$ cat src/rtl/tiered_pq.sv
module tiered_pq #(
  parameter int PW = 32,
  parameter int IW = 32,
  parameter int FRONT_DEPTH = 4,
  parameter int HEAP_DEPTH = 16,
  parameter int LOW_MARK = 2
) (
  input  logic clk,
  input  logic rst_n,
  input  logic ins_en,
  input  logic [PW-1:0] ins_prio,
  input  logic [IW-1:0] ins_id,
  input  logic rem_en,
  output logic ready,
  output logic head_valid,
  output logic [PW-1:0] head_prio,
  output logic [IW-1:0] head_id,
  output logic full,
  output logic empty,
  output logic [$clog2(FRONT_DEPTH+HEAP_DEPTH+1)-1:0] count
);
  localparam int EW = PW + IW;
  localparam int AW = $clog2(HEAP_DEPTH);
  localparam int HW = $clog2(HEAP_DEPTH + 1);
  localparam int FW = $clog2(FRONT_DEPTH + 1);
  localparam int XW = HW + 1;
  localparam int CW = $clog2(FRONT_DEPTH + HEAP_DEPTH + 1);
  localparam logic [FW-1:0] FD = FW'(FRONT_DEPTH);
  localparam logic [FW-1:0] LM = FW'(LOW_MARK);
  localparam logic [CW-1:0] CAP = CW'(FRONT_DEPTH + HEAP_DEPTH);

  typedef enum logic [3:0] {S_IDLE, S_UP_RD, S_UP_CMP, S_DN_LAST, S_DN_GET,
                            S_DN_L, S_DN_R, S_DN_CMP, S_RT_RD, S_RT_GET} st_t;

  function automatic logic [PW-1:0] pr(input logic [EW-1:0] v);
    return v[EW-1 -: PW];
  endfunction

  st_t st;
  logic [EW-1:0] fe [FRONT_DEPTH];
  logic [EW-1:0] fe_ins [FRONT_DEPTH];
  logic [EW-1:0] mem [HEAP_DEPTH];
  logic [EW-1:0] rd, e, lc, root_q, evict, xin, cand;
  logic [FW-1:0] fcnt;
  logic [HW-1:0] hcnt;
  logic [XW-1:0] idx, par, lx, rx, hc, cidx;
  logic hasr, do_ins, do_rem, to_heap, sink;
  logic mem_we, mem_re;
  logic [AW-1:0] mem_a;
  logic [EW-1:0] mem_wd;
  logic [PW-1:0] front_max_prio, root_prio;
  int pos;

  assign xin = {ins_prio, ins_id};
  assign ready = (st == S_IDLE);
  assign count = CW'(fcnt) + CW'(hcnt);
  assign full = (count == CAP);
  assign empty = (count == '0);
  assign head_valid = (fcnt != '0);
  assign head_prio = pr(fe[0]);
  assign head_id = fe[0][IW-1:0];
  assign root_prio = pr(root_q);
  assign do_ins = ready && ins_en && !full;
  assign do_rem = ready && rem_en && !ins_en && !empty;
  assign to_heap = (hcnt != '0) && (ins_prio > pr(root_q));
  assign par = (idx - XW'(1)) >> 1;
  assign lx = {idx[XW-2:0], 1'b1};
  assign rx = lx + XW'(1);
  assign hc = XW'(hcnt);
  assign cand = (hasr && pr(rd) < pr(lc)) ? rd : lc;
  assign cidx = (hasr && pr(rd) < pr(lc)) ? rx : lx;
  assign sink = pr(cand) < pr(e);

  always_comb begin
    pos = 0;
    front_max_prio = '0;
    for (int j = 0; j < FRONT_DEPTH; j++) begin
      if (j < int'(fcnt) && pr(fe[j]) <= ins_prio) pos = pos + 1;
      if (j == int'(fcnt) - 1) front_max_prio = pr(fe[j]);
    end
    for (int j = 0; j < FRONT_DEPTH; j++) begin
      if (j < pos) fe_ins[j] = fe[j];
      else if (j == pos) fe_ins[j] = xin;
      else fe_ins[j] = (j > 0) ? fe[(j > 0) ? j - 1 : 0] : xin;
    end
    evict = (pos == FRONT_DEPTH) ? xin : fe[FRONT_DEPTH-1];
  end

  always_comb begin
    mem_we = 1'b0;
    mem_re = 1'b0;
    mem_a = '0;
    mem_wd = e;
    case (st)
      S_UP_RD:  if (idx == '0) mem_we = 1'b1;
                else begin mem_re = 1'b1; mem_a = AW'(par); end
      S_UP_CMP: begin
        mem_we = 1'b1; mem_a = AW'(idx);
        mem_wd = (pr(rd) > pr(e)) ? rd : e;
      end
      S_DN_LAST: begin mem_re = 1'b1; mem_a = AW'(hcnt); end
      S_DN_L:   if (lx >= hc) begin mem_we = 1'b1; mem_a = AW'(idx); end
                else begin mem_re = 1'b1; mem_a = AW'(lx); end
      S_DN_R:   if (rx < hc) begin mem_re = 1'b1; mem_a = AW'(rx); end
      S_DN_CMP: begin
        mem_we = 1'b1; mem_a = AW'(idx);
        mem_wd = sink ? cand : e;
      end
      S_RT_RD:  mem_re = (hcnt != '0);
      default: ;
    endcase
  end

  always_ff @(posedge clk) begin
    if (mem_we) mem[mem_a] <= mem_wd;
    if (mem_re) rd <= mem[mem_a];
  end

  always_ff @(posedge clk) begin
    if (!rst_n) begin
      st <= S_IDLE;
      fcnt <= '0;
      hcnt <= '0;
      idx <= '0;
      e <= '0;
      lc <= '0;
      hasr <= 1'b0;
      root_q <= '0;
      for (int j = 0; j < FRONT_DEPTH; j++) fe[j] <= '0;
    end else begin
      case (st)
        S_IDLE:
          if (do_ins) begin
            if (to_heap && fcnt < FD) begin
              for (int j = 0; j < FRONT_DEPTH; j++) if (j == int'(fcnt)) fe[j] <= root_q;
              fcnt <= fcnt + FW'(1);
              e <= xin;
              idx <= '0;
              st <= S_DN_L;
            end else if (to_heap) begin
              e <= xin;
              idx <= XW'(hcnt);
              hcnt <= hcnt + HW'(1);
              st <= S_UP_RD;
            end else begin
              for (int j = 0; j < FRONT_DEPTH; j++) fe[j] <= fe_ins[j];
              if (fcnt < FD) fcnt <= fcnt + FW'(1);
              else begin
                e <= evict;
                idx <= XW'(hcnt);
                hcnt <= hcnt + HW'(1);
                st <= S_UP_RD;
              end
            end
          end else if (do_rem) begin
            for (int j = 0; j < FRONT_DEPTH - 1; j++) fe[j] <= fe[j+1];
            fcnt <= fcnt - FW'(1);
            if (hcnt != '0 && int'(fcnt) - 1 < LOW_MARK) st <= S_RT_RD;
          end
        S_UP_RD:  st <= (idx == '0) ? S_RT_RD : S_UP_CMP;
        S_UP_CMP:
          if (pr(rd) > pr(e)) begin idx <= par; st <= S_UP_RD; end
          else st <= S_RT_RD;
        S_DN_LAST: st <= S_DN_GET;
        S_DN_GET: begin e <= rd; idx <= '0; st <= S_DN_L; end
        S_DN_L:   st <= (lx >= hc) ? S_RT_RD : S_DN_R;
        S_DN_R:   begin lc <= rd; hasr <= (rx < hc); st <= S_DN_CMP; end
        S_DN_CMP:
          if (sink) begin idx <= cidx; st <= S_DN_L; end
          else st <= S_RT_RD;
        S_RT_RD:  st <= (hcnt == '0) ? S_IDLE : S_RT_GET;
        S_RT_GET: begin
          root_q <= rd;
          if (fcnt < LM) begin
            for (int j = 0; j < FRONT_DEPTH; j++) if (j == int'(fcnt)) fe[j] <= rd;
            fcnt <= fcnt + FW'(1);
            hcnt <= hcnt - HW'(1);
            st <= (hcnt == HW'(1)) ? S_IDLE : S_DN_LAST;
          end else st <= S_IDLE;
        end
        default: st <= S_IDLE;
      endcase
    end
  end
endmodule

$ cat config.mk
export PLATFORM = sky130hd
export DESIGN_NAME = tiered_pq
export DESIGN_NICKNAME = d
export VERILOG_FILES = /design/src/rtl/tiered_pq.sv
export SDC_FILE = /design/constraint.sdc
export NUM_CORES = 2
export LEC_CHECK = 0
export CAP_MARGIN = 5
export CELL_PAD_IN_SITES_DETAIL_PLACEMENT = 0
export CELL_PAD_IN_SITES_GLOBAL_PLACEMENT = 1
export CORE_MARGIN = 3
export CORE_UTILIZATION = 46
export CTS_CLUSTER_DIAMETER = 40
export DETAILED_ROUTE_END_ITERATION = 7
export HOLD_SLACK_MARGIN = 0.03
export PLACE_DENSITY_LB_ADDON = 0.1
export SLEW_MARGIN = 40
export SYNTH_ARGS = -nofsm -noshare
export SYNTH_HDL_FRONTEND = slang
export SYNTH_SLANG_ARGS = --single-unit
$ cat constraint.sdc
create_clock -name clk -period 9.4 [get_ports clk]
set_clock_uncertainty 0.05 [all_clocks]
set_input_delay 1.41 -clock clk [delete_from_list [all_inputs] [get_ports clk]]
set_output_delay 1.41 -clock clk [all_outputs]
set_load 0.01 [all_outputs]
# Word-level counts from Yosys, hierarchy flattened
# Memory sizes are Yosys's and may differ from the RTL's. A register that Yosys moved wholly into a read port is not among the register bits.
# Cells that the tools add are included.
dict set report op_classes {
  n_bitwise 15
  magnitude_cmp 21
  n_reduce_logical 32
  n_addsub 11
  eq_ne 30
  muxes 136
}
# operator n
set ops {}
lappend ops {{$mux W64} 30}
lappend ops {{$pmux W64 S2} 2}
lappend ops {{$le A32 B32 Y1} 4}
lappend ops {{$add A32 B2 Y32 const B} 3}
lappend ops {{$mux W32} 3}
lappend ops {{$eq A3 B32 Y1 const A} 2}
lappend ops {{$gt A32 B32 Y1} 2}
lappend ops {{$lt A3 B32 Y1 const A} 2}
lappend ops {{$lt A32 B32 Y1} 2}
lappend ops {{$mux W1} 60}
lappend ops {{$mux W4} 14}
lappend ops {{$mux W6} 7}
lappend ops {{$pmux W4 S10} 1}
lappend ops {{$eq A2 B32 Y1 const A} 1}
lappend ops {{$eq A32 B4 Y1 const B} 1}
lappend ops {{$lt A1 B32 Y1 const A} 1}
lappend ops {{$lt A2 B32 Y1 const A} 1}
lappend ops {{$mux W5} 5}
lappend ops {{$pmux W6 S4} 1}
lappend ops {{$pmux W4 S5} 1}
lappend ops {{$mux W3} 6}
lappend ops {{$eq A4 B3 Y1 const B} 4}
lappend ops {{$or A1 B1 Y1} 15}
lappend ops {{$reduce_and A5 Y1} 3}
lappend ops {{other kinds (46)} 74}
dict set report word_totals {
  n_memories 2
  ff_bits 211
  inputBits 68
  output_inout_bits 73
  ramBits 1280
  wordCells 255
}
# memory depth width read_ports rd_ports_with_merged_regs write_ports line_no
set mem_list {}
lappend mem_list {mem 16 64 1 1 1 42} ;# logic [EW-1:0] mem [HEAP_DEPTH];
lappend mem_list {fe 4 64 4 0 4 40} ;# logic [EW-1:0] fe [FRONT_DEPTH];

# Longest topological paths before layout
# An unclocked memory read counts as a cell.
dict set report logic_depth {
  depth_word 17
  ltp_mapped 24
  mapped_depth_nobuf 21
}

# Worst setup path before layout
# Ideal clock, no wire load.
dict set report synth_path {
  kind {register -> register}
  from {reg idx[0]}
  to {mem mem[0][0] (netlist name), enable pin}
  path_stages_with_launch 13
  t_arrival_ns 8.754
  path_buffers 4
  setup_time_ns 0.644
  period_less_slack_ns 9.448
  t_required_ns 8.706
  slack_ns -0.048
  path_cell_list {dfxtp_1 -> clkbuf_1 -> inv_1 -> ha_1 -> nand2_1 -> o311ai_0 -> nor2_1 -> a21oi_1 -> o2111ai_1 -> clkbuf_1 -> clkbuf_1 -> clkbuf_1 -> nor4_1}
}
dict set report synth_between {
  elab_chain_len 5
  word_cells_on_any_way 14
  classes_between {2 x add/sub; 2 x order compare; 9 x mux; 1 x reduce/logical}
}
# item line_no
set synth_lines {}
lappend synth_lines {{start: declaration} 46} ;# logic [XW-1:0] idx, par, lx, rx, hc, cidx;
lappend synth_lines {{start signal: assignment} 142} ;# idx <= XW'(hcnt);
lappend synth_lines {{start signal: assignment} 150} ;# idx <= XW'(hcnt);
lappend synth_lines {{parallel branches: the longest is 5 deep, another holds $add A6 B1 Y6} -}
lappend synth_lines {{end: declaration} 42}
# Several ways; the timed one is not identified.

# Worst setup path after layout
dict set report layout_path {
  from {reg rd[33] (read register of mem)}
  to {mem mem[9][28] (netlist name), data pin}
}
dict set report layout_between {
  elab_chain_len 6
  word_cells_on_any_way 8
  classes_between {3 x order compare; 4 x mux; 1 x reduce/logical}
}
# item line_no
set layout_lines {}
lappend layout_lines {{start: declaration} 43} ;# logic [EW-1:0] rd, e, lc, root_q, evict, xin, cand;
lappend layout_lines {{$lt A32 B32 Y1} 70} ;# assign cand = (hasr && pr(rd) < pr(lc)) ? rd : lc;
lappend layout_lines {{$logic_and A1 B1 Y1} 70}
lappend layout_lines {{$mux W64} 70}
lappend layout_lines {{$lt A32 B32 Y1} 72} ;# assign sink = pr(cand) < pr(e);
lappend layout_lines {{$mux W64} 107} ;# mem_wd = sink ? cand : e;
lappend layout_lines {{$pmux W64 S2 (*)} 94} ;# case (st)
lappend layout_lines {{named net mem_wd[28]} 50} ;# logic [EW-1:0] mem_wd;
# The timed path passes the listed nets; every way through them passes the cells marked *.

==> impl_metrics.prom <==
# TYPE chip_impl_metric gauge
chip_impl_metric{name="clk_latency",unit="ps"} 900
chip_impl_metric{name="cts_sinks",unit=""} 1555
chip_impl_metric{name="place.gp.congestion",unit=""} 0.943
chip_impl_metric{name="final_instance_count_without_filler_cells",unit=""} 9178
chip_impl_metric{name="post-dp-hpwl",unit="um"} 153000
chip_impl_metric{name="numPlacedInstances",unit=""} 8701
chip_impl_info{name="critPathSlowestCell",value="sky130_fd_sc_hd__edfxtp_1"} 1
chip_impl_info{name="synthMostInstantiatedCell",value="sky130_fd_sc_hd__nand2_1"} 1
chip_impl_metric{name="finalWorstPathRequiredPeriod",unit="ps"} 7540
chip_impl_info{name="tritoncts",value="done"} 1
chip_impl_info{name="worstSetupStartpoint",value="rd[33]$_DFFE_PP_"} 1
chip_impl_metric{name="synth_enable_flop_cells",unit=""} 1344
chip_impl_metric{name="timing.critical_path.required",unit="ps"} 9950
chip_impl_info{name="hold_start",value="lc[39]$_SDFFE_PN0P_"} 1
chip_impl_metric{name="worst_pin_slew",unit="ps"} 913
chip_impl_metric{name="syn_to_final_growth",unit="%"} 17.4
chip_impl_metric{name="critPathArrivalTime",unit="ps"} 8090
chip_impl_metric{name="core.rowCount",unit=""} 147
chip_impl_info{name="crit_path_end_kind",value="flop"} 1
chip_impl_metric{name="drive_above_1_share",unit="%"} 9.38
chip_impl_metric{name="postLayoutCoreUtil",unit="%"} 54.6
chip_impl_metric{name="drtPass1Iterations",unit=""} 8
chip_impl_info{name="timing.rr.end",value="mem[9][28]$_DFFE_PP_"} 1
chip_impl_metric{name="die_area",unit="um2"} 168000
chip_impl_info{name="result_of_the_run",value="completed"} 1
chip_impl_metric{name="die_width",unit="um"} 410
chip_impl_metric{name="grt_pass1_wl",unit="um"} 388000
chip_impl_info{name="hold_class",value="reg -> reg"} 1
chip_impl_metric{name="power_leakage",unit="nW"} 31.6
chip_impl_info{name="netlist_top_cells_count",value="1577 x sky130_fd_sc_hd__nand2_1, 1344 x sky130_fd_sc_hd__edfxtp_1, 434 x sky130_fd_sc_hd__clkbuf_1"} 1
chip_impl_info{name="type_of_the_setup_path_with_the_least_slack",value="reg -> reg"} 1
chip_impl_metric{name="setup_violations",unit=""} 0
chip_impl_metric{name="drt-total-wl",unit="um"} 267000
chip_impl_metric{name="count_of_pins_over_their_slew_limit",unit=""} 0
chip_impl_metric{name="worst_hold_depth",unit=""} 2
chip_impl_metric{name="reg2regPathDepth",unit=""} 20
chip_impl_metric{name="die_y",unit="um"} 410
chip_impl_metric{name="synth_area",unit="um2"} 75100
chip_impl_metric{name="detail_route.wl_per_cell",unit="um"} 29.1
chip_impl_metric{name="num-nets-final",unit=""} 7168
chip_impl_metric{name="path_clk_slew",unit="ps"} 60
chip_impl_metric{name="critPathMaxFanout",unit=""} 33
chip_impl_metric{name="power_density_over_cell_area",unit="nW/um2"} 333
chip_impl_metric{name="fin_hold_ws",unit="ps"} 403
chip_impl_info{name="synth_top_cell_by_area",value="sky130_fd_sc_hd__edfxtp_1"} 1
chip_impl_metric{name="total_cts_buffers",unit=""} 274
chip_impl_metric{name="fp.coreArea",unit="um2"} 161000
chip_impl_info{name="crit_path_start_kind",value="flop"} 1
chip_impl_metric{name="antenna_violations_before_repair",unit=""} 11
chip_impl_metric{name="number_of_global_route_vias_before_repair",unit=""} 56022
chip_impl_info{name="worst_hold_path.endpoint",value="lc[39]$_SDFFE_PN0P_"} 1
chip_impl_metric{name="post-layout-total-power",unit="mW"} 29.3
chip_impl_metric{name="post-route-drc-count",unit=""} 0
chip_impl_metric{name="numPortBuffers",unit=""} 140
chip_impl_metric{name="drt-vias-per-instance",unit=""} 6.40
chip_impl_metric{name="ios",unit=""} 141
chip_impl_metric{name="max_freq",unit="GHz"} 0.133
chip_impl_metric{name="clock_path_buffers",unit=""} 4
chip_impl_metric{name="grt_remaining_overflow",unit=""} 0
chip_impl_info{name="cts.root.buffer_cell",value="sky130_fd_sc_hd__clkbuf_16"} 1
chip_impl_metric{name="yosys_register_bits",unit=""} 1555
chip_impl_info{name="grt_setup_unrepaired",value="no"} 1
chip_impl_metric{name="maxSlewHeadroom",unit="%"} 39.1
chip_impl_metric{name="start_util",unit="%"} 46.5
chip_impl_metric{name="worst_slack",unit="ps"} 1860
chip_impl_metric{name="count_of_mapped_cells_out_of_synthesis",unit=""} 6780
chip_impl_info{name="crit_chain",value="ha_1, a21o_1, a211oi_1, o221ai_1, and3_1, nor2_4, o21ai_0, ha_1, and2_1, a221o_1, a21o_1, a21oi_1, o21ai_0, a211o_1, nor2_4, buf_4, nand2_1, nor2_4, buf_4, a221o_1"} 1
chip_impl_metric{name="place_ws",unit="ps"} 1320
chip_impl_metric{name="synth_top_area_share",unit="%"} 53.8
chip_impl_metric{name="dr_total_vias",unit=""} 58695
chip_impl_metric{name="async_flop_share",unit="%"} 0
chip_impl_metric{name="total_buffers_and_inverters_traversed_by_the_critical_path",unit=""} 2
chip_impl_metric{name="timing.critical_path.slowest_cell_delay",unit="ps"} 840
chip_impl_metric{name="post-route-period-util",unit="%"} 80.2
chip_impl_metric{name="postRouteAntennaNets",unit=""} 0
chip_impl_metric{name="yosys_warnings",unit=""} 0
chip_impl_metric{name="synthDistinctLibCells",unit=""} 80
chip_impl_metric{name="global_route.usage.total",unit="%"} 31.0
chip_impl_metric{name="syn_avg_cell_area",unit="um2"} 11.1
chip_impl_metric{name="vdd_drop_max",unit="V"} 0.000439
chip_impl_metric{name="ys_seq_area_share",unit="%"} 59.4
chip_impl_metric{name="final_hold_violation_count",unit=""} 0
chip_impl_metric{name="cts_hold_buffers",unit=""} 0
chip_impl_metric{name="synthesis.nets",unit=""} 7128
chip_impl_info{name="path_delay_family",value="compound AO/OA/AOI/OAI gates"} 1
chip_impl_metric{name="crit_cells",unit=""} 20
chip_impl_info{name="critPathMostFrequentCell",value="sky130_fd_sc_hd__nor2_4"} 1
chip_impl_metric{name="max-cap-violations",unit=""} 0
chip_impl_info{name="synth.top_cells.by_area",value="sky130_fd_sc_hd__edfxtp_1 54%, sky130_fd_sc_hd__nand2_1 7.9%, sky130_fd_sc_hd__dfxtp_1 5.6%"} 1
chip_impl_metric{name="r2r_setup_slack",unit="ps"} 1860
chip_impl_metric{name="postCtsSetupBuffers",unit=""} 0
chip_impl_metric{name="drt-initial-drc-count",unit=""} 7001
chip_impl_metric{name="cts-resized-gates",unit=""} 0
chip_impl_info{name="source_of_the_worst_register_to_register_timing_path",value="rd[33]$_DFFE_PP_"} 1
chip_impl_metric{name="grt_start_max_net_pins",unit=""} 149
chip_impl_metric{name="cts-htree-levels",unit=""} 5
chip_impl_info{name="dominantRegCellSynth",value="sky130_fd_sc_hd__edfxtp_1"} 1
==> tightest hold or removal path: cells and delay by family, from the launching register on <==
family             cells  cell delay (ps)
AOI/OAI and AO/OA      1               50
DFF                    1              300
and+or+nand+nor        1               50
==> cells in the final DEF (no fill, tap or decap), types with 52 or more instances in the layout <==
master / synthesis / routed
sky130_fd_sc_hd__a21oi_1: 356 / 354
sky130_fd_sc_hd__a221o_1: 145 / 145
sky130_fd_sc_hd__a221oi_1: 68 / 68
sky130_fd_sc_hd__a22oi_1: 131 / 131
sky130_fd_sc_hd__a31oi_1: 135 / 133
sky130_fd_sc_hd__a32oi_1: 66 / 66
sky130_fd_sc_hd__and3_1: 140 / 136
sky130_fd_sc_hd__buf_4: 34 / 96
sky130_fd_sc_hd__clkbuf_16: 0 / 279
sky130_fd_sc_hd__clkdlybuf4s50_1: 0 / 139
sky130_fd_sc_hd__dfxtp_1: 211 / 210
sky130_fd_sc_hd__edfxtp_1: 1344 / 1344
sky130_fd_sc_hd__ha_1: 279 / 279
sky130_fd_sc_hd__inv_1: 160 / 159
sky130_fd_sc_hd__mux2i_1: 182 / 182
sky130_fd_sc_hd__nand2_1: 1577 / 1569
sky130_fd_sc_hd__nand2b_1: 81 / 80
sky130_fd_sc_hd__nand3_1: 163 / 159
sky130_fd_sc_hd__nand4_1: 52 / 52
sky130_fd_sc_hd__nor2_1: 87 / 71
sky130_fd_sc_hd__nor3_1: 157 / 149
sky130_fd_sc_hd__o2111ai_1: 68 / 66
sky130_fd_sc_hd__o21ai_0: 241 / 241
sky130_fd_sc_hd__o221ai_1: 82 / 82
sky130_fd_sc_hd__o22ai_1: 67 / 67
sky130_fd_sc_hd__o41ai_1: 64 / 64
==> layer usage <==
| metal | GRT usage (%) | wire length [um] | vias up |
|---|---|---|---|
| met5 | 0 | 21 | - |
| met4 | 10.2 | 8730 | 4 |
| met3 | 7.57 | 27100 | 621 |
| met2 | 47.6 | 120000 | 3097 |
| met1 | 43.2 | 111000 | 29213 |
| li1 | - | - | 25760 |
==> worst max-delay path by stage <==
stage	slack, ps	endpoint
detailed placement	1320	fe[0][18]$_DFFE_PP_
global placement	1160	fe[0][14]$_DFFE_PP_
CTS	1910	mem[12][16]$_DFFE_PP_
floorplan	-50	mem[0][0]$_DFFE_PP_
global route	1530	mem[12][16]$_DFFE_PP_
finish	1860	mem[9][28]$_DFFE_PP_
==> cell families after synthesis <==
family / share of synthesized area (%)
flops: 59.4
buf+inv: 3.64
compound gates: 15.7
xor+xnor: 0.320
simple gates: 13.9
mux: 2.44
fa+ha+maj: 4.68
==> power by group <==
| group | leakage [nW] | switching (mW) | internal, mW |
|---|---|---|---|
| clock network | 4.36 | 3.47 | 6.43 |
| registers | 14.5 | 1.05 | 9.20 |
| logic | 12.7 | 6.22 | 2.98 |
==> through the flow <==
step	area [um2]	TNS (ps)
5_1_grt	88100	0
3_3_place_gp	78600	0
3_5_place_dp	79000	0
6_report	88100	0
2_1_floorplan	75100	-19730
4_1_cts	88000	0
==> flip-flops by register name, summed over array words and instances, names as in the netlist, 5 cells and up <==
| signal | flops |
|---|---|
| root_q | 64 |
| fe | 256 |
| hcnt | 5 |
| lc | 64 |
| mem | 1024 |
| idx | 6 |
| e | 64 |
| rd | 64 |
==> layout make-up <==
type | instances | area (um2)
diodes | 5 | 12.5
fillers | 13729 | 73200
flip-flops and latches | 1555 | 44600
clock inverters | 156 | 1870
well taps | 2160 | 2700
clock buffers | 313 | 7160
repair buffers | 285 | 2920
multi-input cells | 4544 | 28200
inverters | 160 | 608
Power figures use the tool's default switching activity.
